--- config.mk ---
export PLATFORM = sky130hd
export DESIGN_NAME = scanirq_top
export DESIGN_NICKNAME = d
export VERILOG_FILES = /design/src/rtl/scanirq_pkg.sv /design/src/rtl/scanirq_tick_gen.sv /design/src/rtl/scanirq_regs.sv /design/src/rtl/scanirq_counter.sv /design/src/rtl/scanirq_top.sv
export SDC_FILE = /design/constraint.sdc
export NUM_CORES = 1
export LEC_CHECK = 0
export ABC_AREA = 1
export BUFFER_PORTS_ARGS = -buffer_cell sky130_fd_sc_hd__buf_2
export CORE_MARGIN = 1
export CORE_UTILIZATION = 49
export DETAILED_ROUTE_END_ITERATION = 6
export PLACE_DENSITY_LB_ADDON = 0.25
export SYNTH_ARGS = -nofsm -noshare
export SYNTH_HDL_FRONTEND = slang
export SYNTH_HIERARCHICAL = 1
export SYNTH_SLANG_ARGS = --single-unit
export TNS_END_PERCENT = 30
--- constraint.sdc ---
create_clock -name clk -period 1.9 [get_ports clk]
set_input_delay 0 -clock clk [delete_from_list [all_inputs] [get_ports clk]]
set_output_delay 0 -clock clk [all_outputs]
set_load 0.1 [all_outputs]
--- src/rtl/scanirq_pkg.sv ---
package scanirq_pkg;
    localparam int CNT_W  = 8;
    localparam int ADDR_W = 16;
    localparam int POS_W  = 9;

    typedef logic [CNT_W-1:0] cnt_t;

    typedef enum logic [1:0] {
        SEL_NONE,
        SEL_RELOAD,
        SEL_ENABLE
    } reg_sel_e;

    typedef struct packed {
        cnt_t count;
        logic fire;
    } step_t;

    // Top three address bits select the register
    function automatic reg_sel_e decode_sel(input logic [ADDR_W-1:0] addr, input logic wr);
        logic [2:0] top;
        top = addr[ADDR_W-1 -: 3];
        if (!wr)               return SEL_NONE;
        else if (top == 3'b110) return SEL_RELOAD;
        else if (top == 3'b111) return SEL_ENABLE;
        else                    return SEL_NONE;
    endfunction

    // One counting clock: deferred reload, zero-latch fire, reload-or-decrement
    function automatic step_t count_step(input cnt_t cur, input cnt_t lat,
                                         input logic pend, input logic en);
        cnt_t  base;
        step_t r;
        base   = pend ? lat : cur;
        r.fire = 1'b0;
        if (lat == '0 && en) begin
            r.fire = 1'b1;
            base   = '0;
        end
        if (base == '0) begin
            r.count = lat;
        end else begin
            r.count = base - cnt_t'(1);
            if (r.count == '0 && en) r.fire = 1'b1;
        end
        return r;
    endfunction
endpackage

--- src/rtl/scanirq_tick_gen.sv ---
module scanirq_tick_gen
    import scanirq_pkg::*;
#(
    parameter int TICK_DOT   = 260,
    parameter int FIRST_LINE = 1,
    parameter int LAST_LINE  = 240
) (
    input  logic             vid_stb,
    input  logic             vid_render,
    input  logic [POS_W-1:0] vid_dot,
    input  logic [POS_W-1:0] vid_line,
    input  logic             vaddr_wr,
    output logic             tick
);
    localparam logic [POS_W-1:0] DOT_V   = POS_W'(TICK_DOT);
    localparam logic [POS_W-1:0] LINE_LO = POS_W'(FIRST_LINE);
    localparam logic [POS_W-1:0] LINE_HI = POS_W'(LAST_LINE);

    logic in_window;
    logic video_tick;

    // one qualified point per visible line while rendering
    assign in_window  = (vid_dot == DOT_V) && (vid_line >= LINE_LO) && (vid_line <= LINE_HI);
    assign video_tick = vid_stb && vid_render && in_window;
    // the two sources merge into a single clock
    assign tick       = video_tick || vaddr_wr;
endmodule

--- src/rtl/scanirq_regs.sv ---
module scanirq_regs
    import scanirq_pkg::*;
(
    input  logic              clk,
    input  logic              rst,
    input  logic [ADDR_W-1:0] cpu_addr,
    input  logic [CNT_W-1:0]  cpu_data,
    input  logic              cpu_wr,
    input  logic              latch_wr,
    input  logic              irq_disable,
    input  logic              tick,
    output cnt_t              latch,
    output logic              pend,
    output logic              en
);
    reg_sel_e sel;
    assign sel = decode_sel(cpu_addr, cpu_wr);

    always_ff @(posedge clk) begin
        if (rst) begin
            latch <= '0;
            pend  <= 1'b0;
            en    <= 1'b0;
        end else begin
            if (latch_wr) latch <= cpu_data;
            if (sel == SEL_RELOAD) pend <= 1'b1;
            else if (tick)         pend <= 1'b0;
            if (irq_disable)            en <= 1'b0;
            else if (sel == SEL_ENABLE) en <= 1'b1;
        end
    end

    AST_OUTSIDE_IGNORED: assert property (@(posedge clk) disable iff (rst)
        (cpu_wr && cpu_addr[ADDR_W-1 -: 2] != 2'b11 && !latch_wr && !irq_disable && !tick)
        |=> ($stable(pend) && $stable(en) && $stable(latch)));

    AST_DISABLE_EN: assert property (@(posedge clk) disable iff (rst)
        irq_disable |=> !en);
endmodule

--- src/rtl/scanirq_counter.sv ---
module scanirq_counter
    import scanirq_pkg::*;
(
    input  logic clk,
    input  logic rst,
    input  logic tick,
    input  cnt_t latch,
    input  logic pend,
    input  logic en,
    input  logic irq_ack,
    input  logic irq_disable,
    output logic irq_out
);
    cnt_t  cnt;
    step_t nxt;

    assign nxt = count_step(cnt, latch, pend, en);

    always_ff @(posedge clk) begin
        if (rst) begin
            cnt     <= '0;
            irq_out <= 1'b0;
        end else begin
            if (tick) cnt <= nxt.count;
            if (irq_disable)            irq_out <= 1'b0;
            else if (tick && nxt.fire)  irq_out <= 1'b1;
            else if (irq_ack)           irq_out <= 1'b0;
        end
    end

    AST_RESET_CLEAR: assert property (@(posedge clk)
        rst |=> (cnt == '0 && !irq_out));

    AST_NO_TICK_HOLD: assert property (@(posedge clk) disable iff (rst)
        !tick |=> $stable(cnt));

    AST_ZERO_RELOAD: assert property (@(posedge clk) disable iff (rst)
        (tick && !pend && cnt == '0) |=> cnt == $past(latch));

    AST_DECREMENT: assert property (@(posedge clk) disable iff (rst)
        (tick && !pend && cnt != '0 && !(latch == '0 && en))
        |=> cnt == $past(cnt) - cnt_t'(1));

    AST_NO_SPURIOUS: assert property (@(posedge clk) disable iff (rst)
        (!irq_out && !tick) |=> !irq_out);

    AST_ZERO_LATCH_FIRE: assert property (@(posedge clk) disable iff (rst)
        (tick && latch == '0 && en && !irq_disable) |=> irq_out);

    AST_IRQ_HOLD: assert property (@(posedge clk) disable iff (rst)
        (irq_out && !irq_ack && !irq_disable) |=> irq_out);

    AST_ACK_CLEAR: assert property (@(posedge clk) disable iff (rst)
        (irq_ack && !tick && !irq_disable) |=> !irq_out);

    AST_DISABLE_CLEAR: assert property (@(posedge clk) disable iff (rst)
        irq_disable |=> !irq_out);
endmodule

--- src/rtl/scanirq_top.sv ---
module scanirq_top
    import scanirq_pkg::*;
#(
    parameter int TICK_DOT   = 260,
    parameter int FIRST_LINE = 1,
    parameter int LAST_LINE  = 240
) (
    input  logic              clk,
    input  logic              rst,
    input  logic [ADDR_W-1:0] cpu_addr,
    input  logic [CNT_W-1:0]  cpu_data,
    input  logic              cpu_wr,
    input  logic              latch_wr,
    input  logic              irq_disable,
    input  logic              irq_ack,
    input  logic              vid_stb,
    input  logic              vid_render,
    input  logic [POS_W-1:0]  vid_dot,
    input  logic [POS_W-1:0]  vid_line,
    input  logic              vaddr_wr,
    output logic              irq_out
);
    logic tick;
    cnt_t latch;
    logic pend;
    logic en;

    scanirq_tick_gen #(
        .TICK_DOT  (TICK_DOT),
        .FIRST_LINE(FIRST_LINE),
        .LAST_LINE (LAST_LINE)
    ) u_tick (
        .vid_stb   (vid_stb),
        .vid_render(vid_render),
        .vid_dot   (vid_dot),
        .vid_line  (vid_line),
        .vaddr_wr  (vaddr_wr),
        .tick      (tick)
    );

    scanirq_regs u_regs (
        .clk        (clk),
        .rst        (rst),
        .cpu_addr   (cpu_addr),
        .cpu_data   (cpu_data),
        .cpu_wr     (cpu_wr),
        .latch_wr   (latch_wr),
        .irq_disable(irq_disable),
        .tick       (tick),
        .latch      (latch),
        .pend       (pend),
        .en         (en)
    );

    scanirq_counter u_cnt (
        .clk        (clk),
        .rst        (rst),
        .tick       (tick),
        .latch      (latch),
        .pend       (pend),
        .en         (en),
        .irq_ack    (irq_ack),
        .irq_disable(irq_disable),
        .irq_out    (irq_out)
    );
endmodule

---- Yosys cells after proc, flatten, opt, wreduce, memory -nomap -nowiden ----
Index checks and enable logic that the tools add are counted.
operators by class
  shift operators ......................... 0
  mux-type cells .......................... 13
  reductions and logical operators ........ 14
  order comparisons ....................... 2
  div/mod/pow operators ................... 0
  bitwise logic cells ..................... 0
  multipliers ............................. 0
  eq/ne operators ......................... 5
  add/subtract/negate cells ............... 1
operator list
  kind                   number
  $logic_not A8 Y1       3
  $mux W8                3
  $eq A9 B9 Y1 const B   1
  $ge A9 B1 Y1 const B   1
  $le A9 B8 Y1 const B   1
  $sub A8 B1 Y8 const B  1
  $logic_and A1 B1 Y1    7
  $mux W1                7
  $eq A3 B3 Y1 const B   2
  $mux W2                3
  $reduce_bool A2 Y1     2
  $eq A2 B1 Y1 const B   1
  $eq A2 B2 Y1 const B   1
  $reduce_or A2 Y1       1
  $logic_or A1 B1 Y1     1
word-level totals
  RAM bits ................................ 0
  input bits .............................. 51
  memories kept ........................... 0
  latch bits .............................. 0
  register bits ........................... 19
  ROM bits ................................ 0

---- Depth between registers and ports, before layout ----
Gate-level depths: netlist of the first run.
  depth after elaboration ................. 10
  depth in mapped cells ................... 17
  gate-level depth less buffers ........... 16

---- Cells and area by module ----
Netlist of the first run, hierarchy kept.
modules (own cells, without submodules)
  module            sequential area each (um^2)  cells each  instances  area each (um^2)
  scanirq_counter   180.2                        152         1          903.4
  scanirq_regs      200.2                        49          1          360.3
  scanirq_tick_gen  0.0                          33          1          128.9

---- Least setup slack after synthesis of the first run ----
Ideal clock, no wire load.
  path kind ............................... flip-flop to flip-flop
  start ................................... register u_regs.latch[1]
  end ..................................... register u_cnt.irq_out
  arrival ................................. 1725 ps
  cell stages (with the launch flop) ...... 18
  path slack .............................. 108 ps
  library setup time ...................... 67 ps
  data required time ...................... 1833 ps
  clock period less this slack ............ 1792 ps
  cell sequence ........................... dfxtp_1 -> inv_2 -> nand2_1 -> nor2_2 -> nand3_2 -> buf_6 -> nand2_1 -> ha_1 -> inv_1 -> nand3_1 -> nand2_1 -> nor2_1 -> nand3_1 -> nor2_1 -> nand3_1 -> nand2_1 -> nand2_1 -> a21oi_2
between the ends
  word-level cells in the longest chain between the ends .. 10
  elaborated cells between the ends (all ways) .. 14
  classes of those cells .................. 1 x add/sub; 6 x mux; 7 x reduce/logical
RTL lines
  item                                                  line                   text
  start: declaration                                    scanirq_regs.sv:12     output cnt_t latch,
  start signal: assignment                              scanirq_regs.sv:25     if (latch_wr) latch <= cpu_data;
  $logic_not A8 Y1                                      scanirq_pkg.sv:36      if (lat == '0 && en) begin
  $logic_and A1 B1 Y1                                   scanirq_pkg.sv:36
  $mux W8                                               scanirq_pkg.sv:36
  $sub A8 B1 Y8                                         scanirq_pkg.sv:43      r.count = base - cnt_t'(1);
  $logic_not A8 Y1                                      scanirq_pkg.sv:44      if (r.count == '0 && en) r.fire = 1'b1;
  $logic_and A1 B1 Y1                                   scanirq_pkg.sv:44
  $mux W1                                               scanirq_pkg.sv:44
  $mux W1 (*)                                           scanirq_pkg.sv:40      if (base == '0) begin
  $logic_and A1 B1 Y1 (*)                               scanirq_counter.sv:26  else if (tick && nxt.fire) irq_out <= 1'b1;
  $mux W1 / $reduce_bool A2 Y1 (equally long branches)  --
  end signal: assignment                                scanirq_counter.sv:25  if (irq_disable) irq_out <= 1'b0;
  end signal: assignment                                scanirq_counter.sv:26
  end signal: assignment                                scanirq_counter.sv:27  else if (irq_ack) irq_out <= 1'b0;
  end: declaration                                      scanirq_counter.sv:12  output logic irq_out
Mark *: on every way between the ends. The rest lies on a longest branch, timed or not.
A chain may end at the register's enable or synchronous reset.

---- Final worst setup path of the first run ----
  start ................................... register u_regs.en
  end ..................................... register u_cnt.irq_out
between the ends
  word-level cells in the longest chain between the ends .. 9
  elaborated cells between the ends (all ways) .. 12
  classes of those cells .................. 1 x add/sub; 5 x mux; 6 x reduce/logical
RTL lines
  item                                                  line                   text
  start: declaration                                    scanirq_regs.sv:14     output logic en
  start signal: assignment                              scanirq_regs.sv:23     en <= 1'b0;
  start signal: assignment                              scanirq_regs.sv:28     if (irq_disable) en <= 1'b0;
  start signal: assignment                              scanirq_regs.sv:29     else if (sel == SEL_ENABLE) en <= 1'b1;
  $logic_and A1 B1 Y1                                   scanirq_pkg.sv:36
  $mux W8                                               scanirq_pkg.sv:36
  $sub A8 B1 Y8                                         scanirq_pkg.sv:43
  $logic_not A8 Y1                                      scanirq_pkg.sv:44
  $logic_and A1 B1 Y1                                   scanirq_pkg.sv:44
  $mux W1                                               scanirq_pkg.sv:44
  $mux W1 (*)                                           scanirq_pkg.sv:40
  $logic_and A1 B1 Y1 (*)                               scanirq_counter.sv:26
  $mux W1 / $reduce_bool A2 Y1 (equally long branches)  --
Marks and branches as above.

==> results of run 1 <==
-- logic make-up after synthesis --
| logic type | after synthesis | share of synthesized area |
|---|---|---|
| buffers and inverters | 37 | 0.118 |
| flip-flops | 19 | 0.273 |
| AND/OR/NAND/NOR | 129 | 0.379 |
| adder cells (fa/ha/maj) | 3 | 0.0270 |
| AO/OA/AOI/OAI | 46 | 0.203 |
-- worst reg2reg max path, delay by kind of cell, from the launching register on --
family,cells,cell delay (ps)
buf+inv,2,80
flops,1,380
simple gates,10,830
compound gates,2,340
fa+ha+maj,1,180
-- sequential cells by signal, summed over array words and instances, names as in the netlist --
signal         flops
u_regs/latch       8
u_regs/pend        1
u_cnt/irq_out      1
u_cnt/cnt          8
u_regs/en          1
-- synthesized netlist by cell type (2+ instances only) --
cell	n	area, µm²
a21oi_1	14	70.1
a21oi_2	4	35.0
buf_6	3	33.8
dfxtp_1	19	380
ha_1	3	37.5
inv_1	27	101
inv_2	4	15.0
nand2_1	68	255
nand2_2	4	25.0
nand3_1	8	40.0
nand4_1	2	12.5
nor2_1	41	154
nor2_2	3	18.8
o211ai_1	2	15.0
o21ai_0	12	60.1
o21ai_1	6	30.0
o21ai_2	4	35.0
-- layer usage --
metal / global-route usage / routed length (µm)
met4: 0.0786 / 24
met1: 0.279 / 1570
met5: 0 / 0
met3: 0.0304 / 138
met2: 0.408 / 1590
-- layout make-up --
class                   instances  area share
multi-input cells             178       0.474
repair buffers                 64       0.219
flip-flops and latches         19       0.209
inverters                      32      0.0649
well taps                      30      0.0199
clock buffers                   4      0.0139
-- power groups by stage --
stage,clock network (mW),registers (mW),logic (mW)
global route,0.225,0.546,1.52
CTS,0.206,0.539,1.25
detailed placement,0,0.548,1.22
finish,0.206,0.538,1.36
floorplan,0,0.537,0.922
global placement,0,0.547,1.20
-- path summary, 6_finish.rpt --
kind / end / slack, ps / cells after the start
setup / recovery: u_cnt/irq_out$_SDFFE_PP0P_ / 30 / 15
hold reg to reg: u_cnt/irq_out$_SDFFE_PP0P_ / 470 / 2
hold / removal: u_regs/pend$_SDFFE_PP0P_ / -2 / 5
setup reg to reg: u_cnt/irq_out$_SDFFE_PP0P_ / 30 / 15
-- repair_timing --
action                                 CTS  global route
setup endpoints to repair                1             8
pin swaps                                0             9
gates resized for setup                  2            20
buffers inserted                         0             3
hold buffers                            11             0
endpoints found under the hold margin   11             0
==> impl_metrics.tcl, run 1 <==
set metrics [dict create \
    tightest_slew_ps 486 \
    ir_drop_v 0.000919 \
    initial_core_util 0.538 \
    worstPathMaxFanout 4 \
    cts_num_sinks 19 \
    root_buffer "clkbuf_4" \
    status "complete, but fails checks" \
    clockBufferDepth 2 \
    fin_crit_ps 1870 \
    cts_buffers 3 \
    worst-setup-path-type "register to register" \
    clock_power_share 0.098 \
    crit_arrival_ps 2120 \
    syn2layout_area_growth_pct 35.6 \
    vias 1586 \
    finalNonFillerCells 327 \
    holdWs_ps -1.69 \
    startpoint_type "register" \
    gp_congestion 0.906 \
    setup_viol 0 \
    die_area_um2 3060 \
    max_freq_mhz 536 \
    async_flop_share 0 \
    ys_seq_area_frac 0.273 \
    r2r-start "u_regs/en$_SDFFE_PP0N_" \
    critPathLaunch "u_regs/en$_SDFFE_PP0N_" \
    drt_wl_total_um 3320 \
    drt-wirelength-per-cell_um 10.2 \
    seqCellArea_um2 394 \
    synth_cells 234 \
    via_per_inst 4.85 \
    yosys_warnings 6 \
    drc 0 \
    syn_nets 288 \
    global_route.usage.total 0.228 \
    p_sw_frac 0.455 \
    layout_common_cells "nand2_1, nor2_1, buf_2" \
    gr-total-overflow 0 \
    syn_area_um2 1390 \
    design_area_um2 1890 \
    antenna_left 0 \
    slew_viol_final 0 \
    dp.cells 309 \
    power_mw 2.10 \
    cp.required_ps 2150 \
    grt_max_degree 14 \
    synth_edf_count 0 \
    postSynthAreaPerCell_um2 5.95 \
    post-route-period-util 0.982 \
    hold_viol 1 \
    clkLatencyLatePin_ps 300 \
    cp_top_family "simple AND/OR/NAND/NOR gates" \
    die_h_um 55.3 \
    fin_setup_tns_ps 0 \
    fin_util 0.729 \
    grt_pass1_vias 1459 \
    cap_violations 0 \
    place_area_um2 1670 \
    max_stage_delay_ps 380 \
    cts_max_level 1 \
    path_buf_inv 2 \
    final_nets 352 \
    slowest_stage "dfxtp_4" \
    cts_tree "yes" \
    dpl.hpwl_um 2460 \
    worstHoldPathType "input port to register" \
    core_um2 2590 \
    p_leak_nw 0.969 \
    drive_above_1_share 0.327 \
    synth_cell_type_count 27 \
    layout_commonest_cell "nand2_1" \
    switchingPower_mw 0.956 \
    grt_setup_unrepaired "yes" \
    die_w_um 55.3 \
    setup.worst_path.end_class "register" \
    io_pins 52 \
    multiInputGateArea_um2 895 \
    drt_pass1_iterations 4 \
    cts.clk_slew.worst_paths_ps 110 \
    place_ws_ps -17.0 \
    layout_setup_ws_ps 34.1 \
    grt_antenna_before_repair 0 \
    crit_chain "inv_2, nor2_2, nand3_2, o21bai_4, ha_4, inv_2, nand3_2, nand2_1, nor2_1, nand3_1, nor2_1, nand3_1, nand2_1, nand2_2, a21oi_2" \
    cellInternalPower_mw 1.15 \
    timing.slew.headroom 0.678 \
    grt_pass1_wl_um 5770 \
    hp-start "cpu_addr[14]" \
    power_density_nw_per_um2 1110 \
    ys.flop_type "dfxtp_1" \
    io_buffer_count 38 \
    diodes 0 \
    ys_ff_latch 19 \
    first_iter_violations 63 \
    sequentialPowerShare 0.256 \
    comb_power_share 0.646 \
    row_count 18 \
    violations "hold timing" \
    skew_ps 6.62 \
    fillerInstances 219 \
]
(Power assumes the default switching activity.)
==> inputs of run 2 (changes only) <==
- MAX_ROUTING_LAYER: unset -> met4
- clock period: 1.9 -> 1.92 ns (I/O delays scaled with it)
==> run 2 against run 1 <==
The run now ends clean. Worst hold slack improved by 25 ps. Clock power about the same. First-iteration DRC count decreased by 38%. Sequential share of layout area decreased by 0.15 points. Total power decreased by 4.2%. Critical path type unchanged.
==> impl_metrics.tcl, run 2 (synthesized netlist as in run 1, its figures left out) <==
set metrics [dict create \
    status "finished, final reports clean" \
    initial_core_util 0.538 \
    drt-wirelength-per-cell_um 11.0 \
    final_nets 352 \
    gr-total-overflow 0 \
    via_per_inst 5.07 \
    drc 0 \
    top_regs "u_cnt/cnt: 8 flops, u_regs/latch: 8 flops" \
    hold_viol 0 \
    power_mw 2.01 \
    fin_crit_ps 1890 \
    post-route-period-util 0.983 \
    grt_antenna_before_repair 0 \
    die_w_um 55.3 \
    skew_ps 13.9 \
    cts_tree "yes" \
    drt_wl_total_um 3610 \
    layout_common_cells "nand2_1, nor2_1, buf_2" \
    worstPathMaxFanout 5 \
    layout_commonest_cell "nand2_1" \
    finalNonFillerCells 327 \
    dp.cells 307 \
    die_h_um 55.3 \
    cts_num_sinks 19 \
    cts_max_level 1 \
    drive_above_1_share 0.296 \
    fillerInstances 220 \
    timing.slew.headroom 0.672 \
    dpl.hpwl_um 2630 \
    grt_pass1_vias 1564 \
    r2r_slack_ps 30 \
    ir_drop_v 0.000842 \
    antenna_left 0 \
    seqCellArea_um2 387 \
    cts.clk_slew.worst_paths_ps 110 \
    grt_setup_unrepaired "yes" \
    grt_max_degree 14 \
    worstHoldPathType "input port to register" \
    p_leak_nw 0.961 \
    slew_viol_final 0 \
    tightest_slew_ps 492 \
    clkLatencyLatePin_ps 310 \
    startpoint_type "register" \
    io_buffer_count 38 \
    max_freq_mhz 530 \
    syn2layout_area_growth_pct 34.0 \
    io_pins 52 \
    cap_violations 0 \
    die_area_um2 3060 \
    multiInputGateArea_um2 875 \
    clockBufferDepth 2 \
    cp.required_ps 2180 \
    power_density_nw_per_um2 1080 \
    cts_buffers 3 \
    diodes 0 \
    drt_pass1_iterations 4 \
    setup.worst_path.end_class "register" \
    grt_pass1_wl_um 6260 \
    core_um2 2590 \
    row_count 18 \
    global_route.usage.total 0.261 \
    root_buffer "clkbuf_4" \
    setup_viol 0 \
    gp_congestion 0.923 \
    crit_arrival_ps 2150 \
    first_iter_violations 39 \
    vias 1657 \
    worst-setup-path-type "register to register" \
]
==> run 2: changes by cell type in the layout (fill, tap and decap cells not counted) <==
cell / change
buf_4: -2
dfxtp_1: +4
dfxtp_2: -3
dfxtp_4: -1
dlygate4sd3_1: +2
ha_2: +1
ha_4: -1
inv_1: +1
inv_2: -1
nand2_1: +2
nand2_2: -1
nand2_4: -1
==> run 2: per-layer routing <==
| metal | share of wire | up-vias | global-route usage | routed length (µm) |
|---|---|---|---|---|
| li1 | - | 862 | - | - |
| met1 | 0.44 | 726 | 0.287 | 1580 |
| met2 | 0.50 | 54 | 0.477 | 1790 |
| met3 | 0.037 | 15 | 0.0187 | 135 |
| met4 | 0.027 | 0 | 0.118 | 96 |
| met5 | 0 | - | - | 0 |
==> run 2: layout make-up <==
type	instances	share of cell area
multi-input combinational	178	0.469
timing repair buffer	64	0.224
sequential	19	0.207
inverter	32	0.0657
tap	30	0.0201
clock buffer	4	0.0141
==> run 2: worst paths after layout <==
path                                 from                    endpoint  depth (start not counted)
max          u_regs/latch[2]$_SDFFE_PP0P_  u_cnt/irq_out$_SDFFE_PP0P_                         14
min                          cpu_addr[15]    u_regs/pend$_SDFFE_PP0P_                          5
max reg2reg  u_regs/latch[2]$_SDFFE_PP0P_  u_cnt/irq_out$_SDFFE_PP0P_                         14
min reg2reg     u_cnt/cnt[6]$_SDFFE_PP0P_   u_cnt/cnt[6]$_SDFFE_PP0P_                          2
==> run 2: worst max-delay path, cell delays in order (launching register included) <==
cell	delay [ps]
dfxtp_1	370
nor2_1	180
nand3_2	130
o21bai_4	170
ha_2	250
inv_2	40
nand3_2	70
nand2_1	50
nor2_1	100
nand3_1	70
nor2_1	100
nand3_1	80
nand2_1	80
nand2_1	60
a21oi_2	100
==> run 2: per-stage QoR <==
step | util | cell area [µm²] | hold slack (ps) | setup slack (ps) | setup TNS, ps
after floorplan | - | 1390 | 69.1 | 128 | 0
after CTS | 0.703 | 1820 | 19.5 | 10.6 | 0
after detailed placement | 0.639 | 1650 | 227 | -38.3 | -38.3
after global routing | 0.720 | 1870 | 45.6 | -118 | -146
final | 0.720 | 1870 | 23.3 | 32.3 | 0
after global placement | 0.639 | 1650 | 220 | -1.50 | -1.50
==> run 2: report_power, final <==
group,switching (mW),leakage [nW],internal (mW),total [mW]
logic,0.749,0.788,0.520,1.27
clock network,0.124,0.0150,0.0812,0.206
registers,0.0548,0.158,0.483,0.538
total,0.929,0.961,1.08,2.01
==> run 2: timing repair <==
item                       in CTS  in global routing
buffers inserted                1                  2
pin swaps                       1                  6
gates resized for setup         2                 10
setup endpoints to repair       1                  9
hold endpoints to repair       12                  0
hold buffers                   13                  0
